==> src/rtl/xbh_pkg.sv <==
`timescale 1ns/1ps
// Shared types for the external bus hold arbiter.
package xbh_pkg;
    // Bus ownership: kept by the chip, or lent to the outside master.
    typedef enum logic {
        ARB_OWN  = 1'b0,
        ARB_LENT = 1'b1
    } arb_state_e;

    localparam int unsigned XBH_SYNC_STAGES = 2;
endpackage

==> src/rtl/xbh_sync.sv <==
`timescale 1ns/1ps
// Level synchroniser for an asynchronous input.
// Assumes: the input is a slow level; the flops are not reset, so the
// synchronised level stays valid while rst_n is held low.
module xbh_sync #(
    parameter int unsigned STAGES = 2
) (
    input  logic clk,
    input  logic d_async,
    output logic q_sync
);
    localparam int unsigned LAST = STAGES - 1;

    logic [STAGES-1:0] chain;

    generate
        for (genvar g = 0; g < STAGES; g++) begin : g_stage
            if (g == 0) begin : g_first
                // Capture the raw input.
                always_ff @(posedge clk) chain[g] <= d_async;
            end else begin : g_next
                // Shift through the next stage.
                always_ff @(posedge clk) chain[g] <= chain[g-1];
            end
        end
    endgenerate

    assign q_sync = chain[LAST];
endmodule

==> src/rtl/xbh_dis_reg.sv <==
`timescale 1ns/1ps
// Software disable bit for automatic grants.
// Assumes: a write acts in the cycle it is presented. dis_eff gives the
// value in force this cycle, so a write reaches the grant logic at once.
module xbh_dis_reg (
    input  logic clk,
    input  logic rst_n,
    input  logic wr,
    input  logic wdata,
    output logic dis_eff
);
    logic dis_q;

    // Hold the bit; reset clears it.
    always_ff @(posedge clk) begin
        if (!rst_n)  dis_q <= 1'b0;
        else if (wr) dis_q <= wdata;
    end

    // Value in force this cycle, with a pending write taking priority.
    always_comb dis_eff = wr ? wdata : dis_q;
endmodule

==> src/rtl/xbh_grant_fsm.sv <==
`timescale 1ns/1ps
// Grant/revoke state machine for lending the external bus.
// Assumes: req_act is already synchronised. The bus is lent only at an
// idle boundary (no busy external cycle). While reset is held the state
// follows the request directly.
module xbh_grant_fsm
    import xbh_pkg::*;
(
    input  logic clk,
    input  logic rst_n,
    input  logic req_act,
    input  logic dis_eff,
    input  logic ext_busy,
    output logic lent
);
    arb_state_e st_q, st_nx;

    // Next state: lend at an idle boundary; take back on release or disable.
    always_comb begin
        st_nx = st_q;
        unique case (st_q)
            ARB_OWN:  if (req_act && !dis_eff && !ext_busy) st_nx = ARB_LENT;
            ARB_LENT: if (!req_act || dis_eff)              st_nx = ARB_OWN;
            default:                                        st_nx = ARB_OWN;
        endcase
    end

    // State register; during reset the request alone decides.
    always_ff @(posedge clk) begin
        if (!rst_n) st_q <= req_act ? ARB_LENT : ARB_OWN;
        else        st_q <= st_nx;
    end

    assign lent = (st_q == ARB_LENT);
endmodule

==> src/rtl/xbh_stall.sv <==
`timescale 1ns/1ps
// Core stall generation while the external bus is lent.
// Assumes: core_ext_req is high only for accesses aimed at the external
// interface; internal accesses never reach this block.
module xbh_stall (
    input  logic lent,
    input  logic core_ext_req,
    output logic not_ready
);
    // Hold off external accesses for as long as the bus is lent.
    always_comb not_ready = lent & core_ext_req;
endmodule

==> src/rtl/xbus_hold_arb.sv <==
`timescale 1ns/1ps
// External bus hold arbiter: lends the shared external bus to an outside
// master, floats the pins while it is lent and stalls core external
// accesses during that time.
// Assumes: hold_req_n is asynchronous; ext_busy comes from the local
// bus cycle engine; cfg_wr/cfg_wdata come from the register decode.
module xbus_hold_arb
    import xbh_pkg::*;
#(
    parameter int unsigned SYNC_STAGES = XBH_SYNC_STAGES
) (
    input  logic clk,
    input  logic rst_n,
    input  logic hold_req_n,
    input  logic cfg_wr,
    input  logic cfg_wdata,
    input  logic ext_busy,
    input  logic core_ext_req,
    output logic hold_ack_n,
    output logic bus_hiz,
    output logic core_not_ready,
    output logic stat_req_lvl,
    output logic stat_ack_lvl
);
    logic req_lvl_s;
    logic dis_eff;
    logic lent;

    xbh_sync #(.STAGES(SYNC_STAGES)) u_sync (
        .clk     (clk),
        .d_async (hold_req_n),
        .q_sync  (req_lvl_s)
    );

    xbh_dis_reg u_dis (
        .clk     (clk),
        .rst_n   (rst_n),
        .wr      (cfg_wr),
        .wdata   (cfg_wdata),
        .dis_eff (dis_eff)
    );

    xbh_grant_fsm u_fsm (
        .clk      (clk),
        .rst_n    (rst_n),
        .req_act  (~req_lvl_s),
        .dis_eff  (dis_eff),
        .ext_busy (ext_busy),
        .lent     (lent)
    );

    xbh_stall u_stall (
        .lent         (lent),
        .core_ext_req (core_ext_req),
        .not_ready    (core_not_ready)
    );

    // Drive the acknowledge, pin float enable and status levels.
    always_comb begin
        hold_ack_n   = ~lent;
        bus_hiz      = lent;
        stat_req_lvl = req_lvl_s;
        stat_ack_lvl = ~lent;
    end
endmodule

==> config.mk <==
export PLATFORM = sky130hd
export DESIGN_NAME = xbus_hold_arb
export DESIGN_NICKNAME = d
export VERILOG_FILES = /design/src/rtl/xbh_pkg.sv /design/src/rtl/xbh_sync.sv /design/src/rtl/xbh_dis_reg.sv /design/src/rtl/xbh_grant_fsm.sv /design/src/rtl/xbh_stall.sv /design/src/rtl/xbus_hold_arb.sv
export SDC_FILE = /design/constraint.sdc
export NUM_CORES = 1
export LEC_CHECK = 0
export CAP_MARGIN = 20
export CORE_AREA = 3 3 40 42
export DETAILED_ROUTE_END_ITERATION = 8
export DIE_AREA = 0 0 43 45
export DONT_BUFFER_PORTS = 1
export HOLD_SLACK_MARGIN = 0.02
export MAX_ROUTING_LAYER = met4
export PLACE_DENSITY = 0.3
export SLEW_MARGIN = 20
export SYNTH_ARGS = -nofsm -noshare
export SYNTH_HDL_FRONTEND = slang
export SYNTH_SLANG_ARGS = --single-unit
==> constraint.sdc <==
create_clock -name clk -period 0.8 [get_ports clk]
set_input_delay 0.12 -clock clk [delete_from_list [all_inputs] [get_ports clk]]
set_output_delay 0.12 -clock clk [all_outputs]
set_load 0.02 [all_outputs]
# Word level (Yosys, flattened, before mapping)
# Index checks and enable logic that the tools add are counted.
# totals
regBits	4
latch_bits	0
mem_bits_rw	0
rom_bits	0
inputBits	7
out_inout_bits	5
word_cells	18
memories	0
# classes
n_addsub	0
n_mul	0
n_div	0
magnitude_cmp	0
eq_ne	0
shift	0
n_mux	6
n_bitwise	3
n_reduce_logical	5
# op_table
operator	n
$mux 1	5
$logic_and 1x1->1	2
$logic_not 1->1	2
$not 1->1	2
$pmux 1 s2	1
$and 1x1->1	1
$logic_or 1x1->1	1

# Logic depth before layout (Yosys ltp)
# logic_depth
word_depth	7
mapped_depth	2
ltp_nobuf	2

# Hierarchy
# From an unflattened synthesis, not the netlist that was laid out.
# hier_totals
hier_cells	13
hier_area_um2	142.6
# modules_own_cells
mod	n_inst	cells_each	area_each_um2	seq_area_each_um2
xbh_dis_reg	1	3	43.8	20.0
xbh_sync	1	2	40.0	40.0
xbh_grant_fsm	1	4	37.5	20.0
xbus_hold_arb	1	3	15.0	0.0
xbh_stall	1	1	6.3	0.0

# Worst setup path before layout
# No wires, ideal clock.
# synth_timing
path_type	reg2out
start	reg u_fsm.st_q, in the netlist u_fsm.lent
end	out stat_ack_lvl
t_arrival_ns	0.794
t_required_ns	0.680
path_slack_ns	-0.114
stages_incl_launch_ff	3
path_buffers	1
path_cell_list	dfxtp_1 > inv_1 > buf_4
# synth_via
elab_chain_len	1
# synth_lines
element	line	source
from (decl)	xbh_grant_fsm.sv:16	arb_state_e st_q, st_nx;
from (signal assigned)	xbh_grant_fsm.sv:30	if (!rst_n) st_q <= req_act ? ARB_LENT : ARB_OWN;
from (signal assigned)	xbh_grant_fsm.sv:31	else st_q <= st_nx;
$not 1->1	--	
to (decl)	xbus_hold_arb.sv:23	output logic stat_ack_lvl
# No other way between the ends.

# Worst setup path in the final report
# layout_timing
start	reg u_fsm.st_q, in the netlist u_fsm.lent
end	out core_not_ready
# layout_via
elab_chain_len	1
# layout_lines
element	line	source
$and 1x1->1	xbh_stall.sv:11	always_comb not_ready = lent & core_ext_req;
to (decl)	xbus_hold_arb.sv:21	output logic core_not_ready,
# No other way between the ends.

==> summary.md <==
| Metric | Value |
|---|---|
| Status | `finished, violations left` |
| Failing checks | `negative setup slack` |
| Synth Warn # | `0` |
| Mapped cell area | `136 um2` |
| Longest Clk Path Bufs | `2` |
| Nets | `28` |
| Hold Crit Class | `input port to register` |
| Share of the synthesized area in the top cell type | `58.7%` |
| Combinational Power Share | `13.0%` |
| Switching part of the total | `21.6%` |
| Area growth syn-to-layout | `59.6%` |
| CP max stage cell | `dfxtp_4` |
| Row cnt | `13` |
| Slowest stage delay, CP | `0.35 ns` |
| IO Port Bufs | `0` |
| Grt total ovfl | `0` |
| Via count | `114` |
| Yosys cell types | `8` |
| Routability congestion estimate | `0.695` |
| Vias in the first global route | `111` |
| Worst Setup EP | `core_not_ready` |
| CP max FO | `4` |
| Cells after synthesis | `13` |
| Slew Viols, Final | `0` |
| WP data required | `0.68 ns` |
| Final WS setup | `-0.0705 ns` |
| Max VDD drop | `932 uV` |
| Setup Crit Path Kind | `register to output pin` |
| Hpwl dp | `206 um` |
| TritonCTS clock tree | `done` |
| Top Family by Delay on Critical Path | `flip-flops` |
| Slew @ Worst Pin | `0.190 ns` |
| Seq/Total Area, Yosys | `58.7%` |
| P_leak | `0.106 nW` |
| CP endpoint kind | `output pin` |
| Fmax achieved | `1.15 GHz` |
| Setup Skew | `0.00235 ns` |
| Vias per inst | `3.35` |
| Final Non-Filler Cells | `34` |
| Post-synth EDFFs | `0` |
| Cell Int Power | `0.413 mW` |
| Fraction of layout cells with a size suffix above 1 | `52.6%` |
| List of most frequent post-synthesis cells | `4 x dfxtp_1, 3 x inv_1` |
| Synth Area in XOR/XNOR | `0%` |
| Unrepaired setup endpoints after global routing | `yes` |
| Root Driver | `clkbuf_4` |
| Multiplexer area fraction after synthesis | `7.34%` |
| Startpoint types | `register` |
| Clock-pin slew on the worst setup and hold paths | `0.03 ns` |
| Post-Synth Simple-Gate Area | `12.8%` |
| Routed WL | `254 um` |
| Synth Area in Adders | `0%` |
| Complex-gate fraction of the synthesized area | `7.34%` |
| R2r setup slk | `0.06 ns` |
| Area after DPL | `164 um2` |
| Die area | `1940 um2` |
| Worst-skew pair later-pin latency | `0.23 ns` |
| # diodes | `0` |
| Endpoints failing setup | `4` |
| Tcrit/Tclk final | `109%` |
| Critical R2R Launch | `u_fsm.lent` |
| Placed cell count | `29` |
| Htree depth | `1` |
| Clock share of power | `44.9%` |
| Stages on worst setup path | `1` |
| Sw Pwr | `0.113 mW` |
| Max cap viols | `0` |
| Fin crit period | `0.870 ns` |
| Drc violations | `0` |
| Synth Area per Inst | `10.5 um2` |
| Worst rel slew slack | `87.0%` |
| Critical path origin | `u_fsm.lent` |
| CP Buf/Inv Count | `0` |
| Pwr Density | `2420 nW/um2` |
| Clock Sinks | `4` |
| Core area | `1280 um2` |
| Final hold viol count | `0` |
| First-pass GRT wire length | `407 um` |
| Leading cell type by number of instances after synthesis | `dfxtp_1` |
| Drt pass-1 iters | `1` |
| Final Util | `16.9%` |
| Gr usage total | `3.86%` |
| Final ANT Viol Nets | `0` |
| Initial antenna violation count | `0` |
| Most common flop cell mapped by yosys | `dfxtp_1` |
| Reg power frac | `42.1%` |
| Post-synth ARST share | `0%` |
| Initial Util | `10.6%` |
| CP Cell Sequence | `and2_4` |
| Final instance area | `218 um2` |
| Die Y-Extent | `45 um` |
| Hold Slack | `0.0325 ns` |
| Largest net degree at the start of global routing | `5` |
| Worst EP arrival | `0.75 ns` |
| Worst r2r path cells | `2` |
| Initial DRC Count | `0` |
| Syn_nets | `20` |
| Die width | `43 um` |
| Routed len/inst | `7.47 um` |
| Largest family of logic cells by synthesized area | `buffers and inverters` |
| Synthesized flop and latch total | `4` |
| Reg-to-Reg End | `u_fsm.lent` |
| I/O pin count | `12` |
| Total CTS buffers | `3` |
| Synth area leader | `dfxtp_1` |
| Top cells by area, synth | `dfxtp_1 59%, inv_1 8.3%, mux2i_1 7.3%, o211a_1 7.3%, buf_4 5.5%` |
## stage by stage
stage | setup slack (ns) | TNS, ns | total power, mW
global route | -0.107 | -0.336 | 0.573
CTS | -0.0795 | -0.219 | 0.539
floorplan | 0.0446 | 0 | 0.270
detailed placement | 0.0866 | 0 | 0.279
global placement | 0.108 | 0 | 0.278
finish | -0.0705 | -0.193 | 0.526
## cell type report
| type | count | area [um2] |
|---|---|---|
| Clock buffer | 3 | 22.5 |
| Fill cell | 149 | 1070 |
| Inverter | 3 | 11.3 |
| Multi-Input combinational cell | 5 | 40.0 |
| Sequential cell | 4 | 85.1 |
| Tap cell | 15 | 18.8 |
| Timing Repair Buffer | 4 | 40.0 |
## worst min path at each step
| stage | startpoint | endpoint | slack [ns] | cells past startpoint |
|---|---|---|---|---|
| after floorplan | hold_req_n | u_sync.chain[0] | 0.15 | 0 |
| after global placement | hold_req_n | u_sync.chain[0] | 0.15 | 0 |
| after detailed placement | hold_req_n | u_sync.chain[0] | 0.15 | 0 |
| after CTS | rst_n | u_dis.dis_q | 0.02 | 2 |
| after global routing | rst_n | u_dis.dis_q | 0.03 | 2 |
| final | rst_n | u_dis.dis_q | 0.03 | 2 |
## timing repair
action / 4_1_cts / 5_1_grt
gates resized for setup: 4 / 2
cloned: 0 / 0
buffers inserted: 0 / 1
hold buffers: 1 / 0
hold endpoints to repair: 1 / 0
endpoints found under the setup margin: 5 / 5
## state kept, by name, indices dropped and copies added, names as in the netlist
signal	count
u_dis.dis_q	1
u_sync.chain	1
u_sync.q_sync	1
u_fsm.lent	1
## cell families after synthesis
| kind of cell | count (synthesis) |
|---|---|
| buf+inv | 4 |
| mux | 1 |
| flops | 4 |
| simple gates | 3 |
| compound gates | 1 |
## power by group through the flow
stage	clock (mW)	combinational, mW	sequential, mW
final	0.236	0.0683	0.222
after global placement	0	0.0547	0.223
after global routing	0.277	0.0726	0.223
after floorplan	0	0.0385	0.232
after CTS	0.254	0.0629	0.222
after detailed placement	0	0.0552	0.224
## per-layer routing
layer / vias to the layer above / part of all wire (%) / global-route usage, %
met5: - / 0 / -
met4: 0 / 0 / 1.81
met3: 0 / 35 / 7.57
met2: 15 / 32 / 3.89
met1: 47 / 32 / 2.42
li1: 52 / - / -
## placed cells by master (no fill, tap or decap)
master,netlist,layout
clkbuf_4,0,3
inv_1,3,2
buf_6,0,2
dfxtp_1,4,2
mux2i_1,1,1
nand3b_1,1,1
o211a_1,1,1
inv_2,0,1
and2_4,0,1
nor2_1,1,1
dlygate4sd3_1,0,1
buf_4,1,1
dfxtp_4,0,1
dfxtp_2,0,1
Note: power is estimated with default switching activity, not from simulation.
